## src/rtl/lcd_hif_pkg.sv

```systemverilog
package lcd_hif_pkg;
  localparam int HOST_DW = 8;
  localparam int HOST_HW = HOST_DW / 2;
  localparam int ADDR_W  = 7;

  typedef enum logic {
    TGT_DISP = 1'b0,
    TGT_CHAR = 1'b1
  } ram_tgt_e;

  typedef struct packed {
    logic               rs;
    logic               rw;
    logic [HOST_DW-1:0] data;
  } host_xfer_t;
endpackage

```

## src/rtl/lcd_hif_sampler.sv

```systemverilog
module lcd_hif_sampler
  import lcd_hif_pkg::*;
(
  input  logic               clk,
  input  logic               rst_n,
  input  logic               bus_e,
  input  logic               bus_rs,
  input  logic               bus_rw,
  input  logic [HOST_DW-1:0] bus_din,
  input  logic               four_bit,
  input  logic               busy,
  input  logic               nib_clr,
  output logic               xfer_valid,
  output host_xfer_t         xfer,
  output logic               nib_lo
);
  logic               e_q;
  logic               fall;
  logic               is_status;
  logic               take;
  logic [HOST_HW-1:0] hi_q;

  assign fall      = e_q & ~bus_e;
  assign is_status = ~bus_rs & bus_rw;
  assign take      = fall & (~busy | is_status);

  always_ff @(posedge clk) begin
    if (!rst_n) begin
      e_q        <= 1'b0;
      nib_lo     <= 1'b0;
      hi_q       <= '0;
      xfer_valid <= 1'b0;
      xfer       <= '0;
    end else begin
      e_q        <= bus_e;
      xfer_valid <= 1'b0;
      if (nib_clr) nib_lo <= 1'b0;
      if (take) begin
        if (!four_bit) begin
          xfer_valid <= 1'b1;
          xfer       <= '{rs: bus_rs, rw: bus_rw, data: bus_din};
        end else if (!nib_lo) begin
          hi_q   <= bus_din[HOST_DW-1:HOST_HW];
          nib_lo <= 1'b1;
        end else begin
          nib_lo     <= 1'b0;
          xfer_valid <= 1'b1;
          xfer       <= '{rs: bus_rs, rw: bus_rw,
                          data: {hi_q, bus_din[HOST_DW-1:HOST_HW]}};
        end
      end
    end
  end

  AST_BUSY_GATE: assert property (@(posedge clk) disable iff (!rst_n)
    (fall && busy && !is_status) |=> !xfer_valid);
  AST_XFER_PULSE: assert property (@(posedge clk) disable iff (!rst_n)
    xfer_valid |=> !xfer_valid);
endmodule

```

## src/rtl/lcd_hif_addr.sv

```systemverilog
module lcd_hif_addr
  import lcd_hif_pkg::*;
#(
  parameter int DISP_DEPTH = 80,
  parameter int CHAR_DEPTH = 64
) (
  input  logic              clk,
  input  logic              rst_n,
  input  logic              load,
  input  logic              load_char,
  input  logic [ADDR_W-1:0] load_val,
  input  logic              step,
  input  logic              inc,
  output logic [ADDR_W-1:0] ac,
  output ram_tgt_e          tgt
);
  localparam logic [ADDR_W-1:0] DISP_LAST = ADDR_W'(DISP_DEPTH - 1);
  localparam logic [ADDR_W-1:0] CHAR_LAST = ADDR_W'(CHAR_DEPTH - 1);

  logic [ADDR_W-1:0] last_cur;
  logic [ADDR_W-1:0] last_new;

  assign last_cur = (tgt == TGT_CHAR) ? CHAR_LAST : DISP_LAST;
  assign last_new = load_char ? CHAR_LAST : DISP_LAST;

  always_ff @(posedge clk) begin
    if (!rst_n) begin
      ac  <= '0;
      tgt <= TGT_DISP;
    end else if (load) begin
      tgt <= load_char ? TGT_CHAR : TGT_DISP;
      ac  <= (load_val > last_new) ? '0 : load_val;
    end else if (step) begin
      if (inc) ac <= (ac == last_cur) ? '0 : ac + 1'b1;
      else     ac <= (ac == '0) ? last_cur : ac - 1'b1;
    end
  end

  AST_AC_RANGE: assert property (@(posedge clk) disable iff (!rst_n)
    ac <= last_cur);
  AST_AC_MOVES: assert property (@(posedge clk) disable iff (!rst_n)
    (step && !load) |=> (ac != $past(ac)));
endmodule

```

## src/rtl/lcd_hif_busy.sv

```systemverilog
module lcd_hif_busy #(
  parameter int BUSY_CYCLES = 8
) (
  input  logic clk,
  input  logic rst_n,
  input  logic start,
  output logic busy
);
  localparam int CW = $clog2(BUSY_CYCLES + 1);

  logic [CW-1:0] cnt;

  always_ff @(posedge clk) begin
    if (!rst_n)             cnt <= '0;
    else if (start)         cnt <= CW'(BUSY_CYCLES);
    else if (cnt != '0)     cnt <= cnt - 1'b1;
  end

  assign busy = (cnt != '0);

  AST_BUSY_START: assert property (@(posedge clk) disable iff (!rst_n)
    start |=> busy);
  AST_BUSY_HOLD: assert property (@(posedge clk) disable iff (!rst_n)
    (BUSY_CYCLES > 1 && $rose(busy)) |=> busy);
endmodule

```

## src/rtl/lcd_host_regif.sv

```systemverilog
module lcd_host_regif
  import lcd_hif_pkg::*;
#(
  parameter int DISP_DEPTH  = 80,
  parameter int CHAR_DEPTH  = 64,
  parameter int BUSY_CYCLES = 8
) (
  input  logic         clk,
  input  logic         rst_n,
  input  logic         bus_e,
  input  logic         bus_rs,
  input  logic         bus_rw,
  input  logic [7:0]   bus_din,
  output logic [7:0]   bus_dout,
  output logic         busy,
  output logic         ram_en,
  output logic         ram_we,
  output logic         ram_char,
  output logic [6:0]   ram_addr,
  output logic [7:0]   ram_wdata,
  input  logic [7:0]   ram_rdata
);
  host_xfer_t        xfer;
  logic              xfer_valid;
  logic              nib_lo;
  logic              four_bit_q;
  logic              inc_q;
  logic [HOST_DW-1:0] dr_q;
  logic              rd_req_q, rd_wait_q, rd_cap_q;
  logic [ADDR_W-1:0] ac;
  ram_tgt_e          tgt;

  logic is_instr, is_wdata, is_rdata;
  logic op_set_disp, op_set_char, op_mode, op_entry;
  logic ac_load, ac_load_char, ac_step, busy_start, nib_clr;
  logic [ADDR_W-1:0] ac_load_val;
  logic [HOST_DW-1:0] shown;

  lcd_hif_sampler u_sampler (
    .clk, .rst_n, .bus_e, .bus_rs, .bus_rw, .bus_din,
    .four_bit(four_bit_q), .busy, .nib_clr,
    .xfer_valid, .xfer, .nib_lo
  );

  assign is_instr = xfer_valid & ~xfer.rs & ~xfer.rw;
  assign is_wdata = xfer_valid &  xfer.rs & ~xfer.rw;
  assign is_rdata = xfer_valid &  xfer.rs &  xfer.rw;

  assign op_set_disp = xfer.data[7];
  assign op_set_char = xfer.data[7:6] == 2'b01;
  assign op_mode     = xfer.data[7:5] == 3'b001;
  assign op_entry    = xfer.data[7:2] == 6'b000001;

  assign ac_load      = is_instr & (op_set_disp | op_set_char);
  assign ac_load_char = ~op_set_disp;
  assign ac_load_val  = op_set_disp ? xfer.data[6:0] : {1'b0, xfer.data[5:0]};
  assign ac_step      = is_wdata | is_rdata;
  assign busy_start   = is_instr | is_wdata;
  assign nib_clr      = is_instr & op_mode;

  lcd_hif_addr #(
    .DISP_DEPTH(DISP_DEPTH),
    .CHAR_DEPTH(CHAR_DEPTH)
  ) u_addr (
    .clk, .rst_n,
    .load(ac_load), .load_char(ac_load_char), .load_val(ac_load_val),
    .step(ac_step), .inc(inc_q), .ac, .tgt
  );

  lcd_hif_busy #(.BUSY_CYCLES(BUSY_CYCLES)) u_busy (
    .clk, .rst_n, .start(busy_start), .busy
  );

  always_ff @(posedge clk) begin
    if (!rst_n) begin
      four_bit_q <= 1'b0;
      inc_q      <= 1'b1;
      dr_q       <= '0;
      rd_req_q   <= 1'b0;
      rd_wait_q  <= 1'b0;
      rd_cap_q   <= 1'b0;
      ram_en     <= 1'b0;
      ram_we     <= 1'b0;
      ram_char   <= 1'b0;
      ram_addr   <= '0;
      ram_wdata  <= '0;
    end else begin
      ram_en    <= 1'b0;
      ram_we    <= 1'b0;
      rd_req_q  <= ac_load | is_rdata;
      rd_wait_q <= rd_req_q;
      rd_cap_q  <= rd_wait_q;
      if (is_instr && op_mode)  four_bit_q <= ~xfer.data[4];
      if (is_instr && op_entry) inc_q      <= xfer.data[1];
      if (is_wdata) begin
        ram_en    <= 1'b1;
        ram_we    <= 1'b1;
        ram_char  <= (tgt == TGT_CHAR);
        ram_addr  <= ac;
        ram_wdata <= xfer.data;
        dr_q      <= xfer.data;
      end else if (rd_req_q) begin
        ram_en   <= 1'b1;
        ram_char <= (tgt == TGT_CHAR);
        ram_addr <= ac;
      end
      if (rd_cap_q) dr_q <= ram_rdata;
    end
  end

  assign shown    = bus_rs ? dr_q : {busy, ac};
  assign bus_dout = four_bit_q
                  ? {(nib_lo ? shown[HOST_HW-1:0] : shown[HOST_DW-1:HOST_HW]), {HOST_HW{1'b0}}}
                  : shown;

  AST_WE_HAS_EN: assert property (@(posedge clk) disable iff (!rst_n)
    ram_we |-> ram_en);
  AST_RAM_ADDR_OK: assert property (@(posedge clk) disable iff (!rst_n)
    ram_en |-> (ram_char ? (int'(ram_addr) < CHAR_DEPTH)
                         : (int'(ram_addr) < DISP_DEPTH)));
  AST_NO_STEP_BUSY: assert property (@(posedge clk) disable iff (!rst_n)
    ac_step |-> $past(!busy));
endmodule

```

## config.mk

```make
export PLATFORM = sky130hd
export DESIGN_NAME = lcd_host_regif
export DESIGN_NICKNAME = d
export VERILOG_FILES = /design/src/rtl/lcd_hif_pkg.sv /design/src/rtl/lcd_hif_sampler.sv /design/src/rtl/lcd_hif_addr.sv /design/src/rtl/lcd_hif_busy.sv /design/src/rtl/lcd_host_regif.sv
export SDC_FILE = /design/constraint.sdc
export NUM_CORES = 1
export LEC_CHECK = 0
export CORE_AREA = 2 2 142 89
export CTS_CLUSTER_DIAMETER = 80
export DETAILED_ROUTE_END_ITERATION = 10
export DIE_AREA = 0 0 144 91
export PLACE_DENSITY = 0.48
export SLEW_MARGIN = 20
export SYNTH_ARGS = -nofsm -noshare
export SYNTH_HDL_FRONTEND = slang
export SYNTH_SLANG_ARGS = --single-unit
```

## constraint.sdc

```tcl
create_clock -name clk -period 2.6 [get_ports clk]
set_input_delay 0.52 -clock clk [delete_from_list [all_inputs] [get_ports clk]]
set_output_delay 0.52 -clock clk [all_outputs]
set_load 0.02 [all_outputs]
```

==> impl_metrics.yaml <==
synth:
  ys.flop_type: "dfxtp_1"
  ys_warn_count: 0
  synth_area_per_cell_sq_um: 8.20
  syn_inst: 366
  yosys.area.top_type: "dfxtp_1"
  synth_fp_nets: 394
  synth_edf_count: 0
  syn-cell-area_sq_mm: 0.00300
  ys_seq_area_share_pct: 40.0
  ys_async_sr_fraction_pct: 0
  netlist_top_cells_area: "dfxtp_1, a21oi_1, nand2_1, mux2i_1, nor2_1"
  synth_cell_type_count: 57
  ys_ff_latch: 60
  synth_top_area_share_pct: 40.0
timing:
  max_slew.worst_pin.slew_ps: 731
  relSlewSlack_pct: 51.1
  skew_ps: 4.51
  finalHoldViolCount: 0
  period_share_pct: 96.1
  finalSetupViolCount: 0
  fin_crit_ps: 2500
  max_freq_ghz: 0.400
  rsz0062_at_grt: "no"
  slew_violations: 0
  layout_setup_ws_ps: 100
die:
  initial_core_util_pct: 25.5
  die_x_microns: 144
  num_rows: 31
  core_sq_mm: 0.0118
  ios: 48
  design.die.area_sq_mm: 0.0131
  die_y_microns: 91
pwr:
  power.switching_mw: 0.648
  cellLeakagePower_nw: 1.45
  p_comb_share_pct: 14.9
  pwr-share-seq_pct: 39.4
  clockPowerShare_pct: 45.7
  vdd_drop_max_v: 0.000444
  power.share.switching_pct: 25.0
  power_density_mw_per_mm2: 659
  p_int_mw: 1.94
final_layout:
  nNetsFinal: 435
  drive_gt1_share_pct: 9.47
  syn_to_final_growth_pct: 30.8
  antenna_cells: 0
  n_fill_cell: 1234
  final_cells: 577
clock_tree:
  clk_latency_ps: 320
  ctsHoldBuffers: 0
  clock_sinks: 60
  cts_tree: "done"
  htreeDepth: 3
  cts_setup_buffers: 0
  cts.path.max_buffers: 2
  numCtsBuffers: 9
  clk_pin_slew_ps: 50
  root_buffer: "clkbuf_16"
detailed_routing:
  postRouteAntennaNets: 0
  wire_per_inst_microns: 15.0
  drt_first_pass_iters: 4
  vias_per_cell: 4.74
  drt_iter0_markers: 181
  wl_microns: 8640
  drcViolationCount: 0
  vias: 2736
critical_path:
  cp_max_fo: 6
  end_kind: "primary output"
  criticalPathCategory: "reg -> out"
  critical_path_required_ps: 2080
  crit_path_start_kind: "register"
  reg2reg_slack_ps: 530
  cp.arrival_ps: 1980
hold_path:
  holdCritPathClass: "reg -> reg"
global_route:
  grt_usage_pct: 13.7
  grt_pass1_vias: 2667
  antenna_found_initial: 0
  grt_overflow: 0
  grt_pass1_wl_microns: 14000
  grt_max_degree: 30
flow_run:
  maxCapViolCount: 0
placed_design:
  portBuffers: 47
  dpl.cell_count: 561
  gp_congestion: 0.877
  dp_hpwl_microns: 6420
  pre_cts_ws_ps: -193
outcome:
  outcome: "finished, final reports clean"
[critical path, stage by stage, from the launching register on]
cell	delay, ps
dfxtp_1	320
inv_1	80
ha_1	160
or3b_1	380
buf_4	180
clkdlybuf4s50_1	540
[cell usage after synthesis (all sizes together) (2+ instances only)]
cell    count
dfxtp      60
nand2      52
a21oi      48
nor2       36
o21ai      24
clkbuf     22
mux2i      16
a211oi     11
nand3      10
a31oi       7
buf         7
ha          7
inv         6
and2        5
mux4        4
nand2b      4
xnor2       4
nand4       3
nor3b       3
and3        2
nor2b       2
nor3        2
nor4b       2
o211ai      2
o31ai       2
or3b        2
or4         2
xor2        2
[through the flow]
step / TNS [ps] / power, mW / hold slack (ps) / cell area (sq um) / utilization, %
after floorplan: 0 / 1.30 / 412 / 3000 / -
after detailed placement: -1100 / 1.43 / 426 / 3630 / 30.9
after CTS: 0 / 2.62 / 456 / 3930 / 33.4
after global routing: 0 / 2.72 / 473 / 3930 / 33.4
final: 0 / 2.59 / 450 / 3930 / 33.4
after global placement: -836 / 1.43 / 418 / 3630 / 30.9
[what timing repair did]
| item | 4_1_cts | 5_1_grt |
|---|---|---|
| endpoints found under the hold margin | 0 | 0 |
| setup endpoints to repair | 8 | 1 |
| gates cloned | 0 | 0 |
| resized for setup | 7 | 2 |
[registers in the layout, summed over array words and instances (netlist names), 4 cells and up]
| signal | flops |
|---|---|
| ram_addr | 7 |
| dr_q | 8 |
| u_addr.ac | 7 |
| u_busy.cnt | 4 |
| u_sampler.hi_q | 4 |
| ram_wdata | 8 |
| u_sampler.xfer | 10 |
[final timing paths]
path / start / to / cells past startpoint
setup / recovery: u_busy.cnt[0]$_SDFFE_PP0P_ / busy / 5
hold / removal: rd_wait_q$_SDFF_PN0_ / rd_cap_q$_SDFF_PN0_ / 1
setup reg to reg: u_busy.cnt[0]$_SDFFE_PP0P_ / u_sampler.xfer[9]$_SDFFE_PN0P_ / 9
hold reg to reg: rd_wait_q$_SDFF_PN0_ / rd_cap_q$_SDFF_PN0_ / 1
[layout make-up]
class	count	area [sq um]	share of cell area (%)
Inverter	7	26.3	0.669
Timing Repair Buffer	59	553	14.1
Sequential cell	60	1200	30.6
Multi-Input combinational cell	270	1640	41.7
Clock inverter	5	50.0	1.28
Clock buffer	11	253	6.44
Tap cell	165	206	5.26
[per-layer routing]
metal	GRT usage (%)	up-vias	wire length [microns]
met5	0	-	0
met4	3.35	0	0
met3	3.64	0	510
met2	18.6	71	3510
met1	21.0	1287	4620
li1	-	1378	-
[cells by family after synthesis]
family,after synthesis,share of synthesized area (%)
AOI/OAI and AO/OA,105,20.8
xor gates and xnor gates,6,1.75
adders and majority gates,7,2.92
buffers and inverters,36,5.46
DFF,60,40.0
muxes,20,8.34
and+or+nand+nor,132,20.7
[cells in the final DEF, fill, tap and decap left out, types with 3 or more instances in the layout]
cell type | netlist | routed
mux4_2 | 4 | 4
dfxtp_1 | 60 | 60
nand2_1 | 52 | 52
a31oi_1 | 7 | 7
nand4_1 | 3 | 3
xnor2_1 | 4 | 4
clkdlybuf4s50_1 | 0 | 41
nor2_1 | 36 | 36
mux2i_1 | 16 | 16
and2_1 | 5 | 5
clkinv_2 | 0 | 4
o21ai_0 | 23 | 23
nand2b_1 | 4 | 4
nand3_1 | 10 | 10
a211oi_1 | 10 | 10
ha_1 | 7 | 7
inv_1 | 6 | 6
buf_4 | 1 | 11
a21oi_1 | 47 | 47
clkbuf_16 | 0 | 9
dlygate4sd2_1 | 0 | 5
[power by group through the flow]
stage / logic, mW / clock network (mW) / registers [mW]
global route: 0.430 / 1.26 / 1.03
floorplan: 0.287 / 0 / 1.01
detailed placement: 0.394 / 0 / 1.04
finish: 0.385 / 1.18 / 1.02
CTS: 0.390 / 1.21 / 1.02
global placement: 0.391 / 0 / 1.04
No activity file was read; power rests on OpenSTA's default activity.
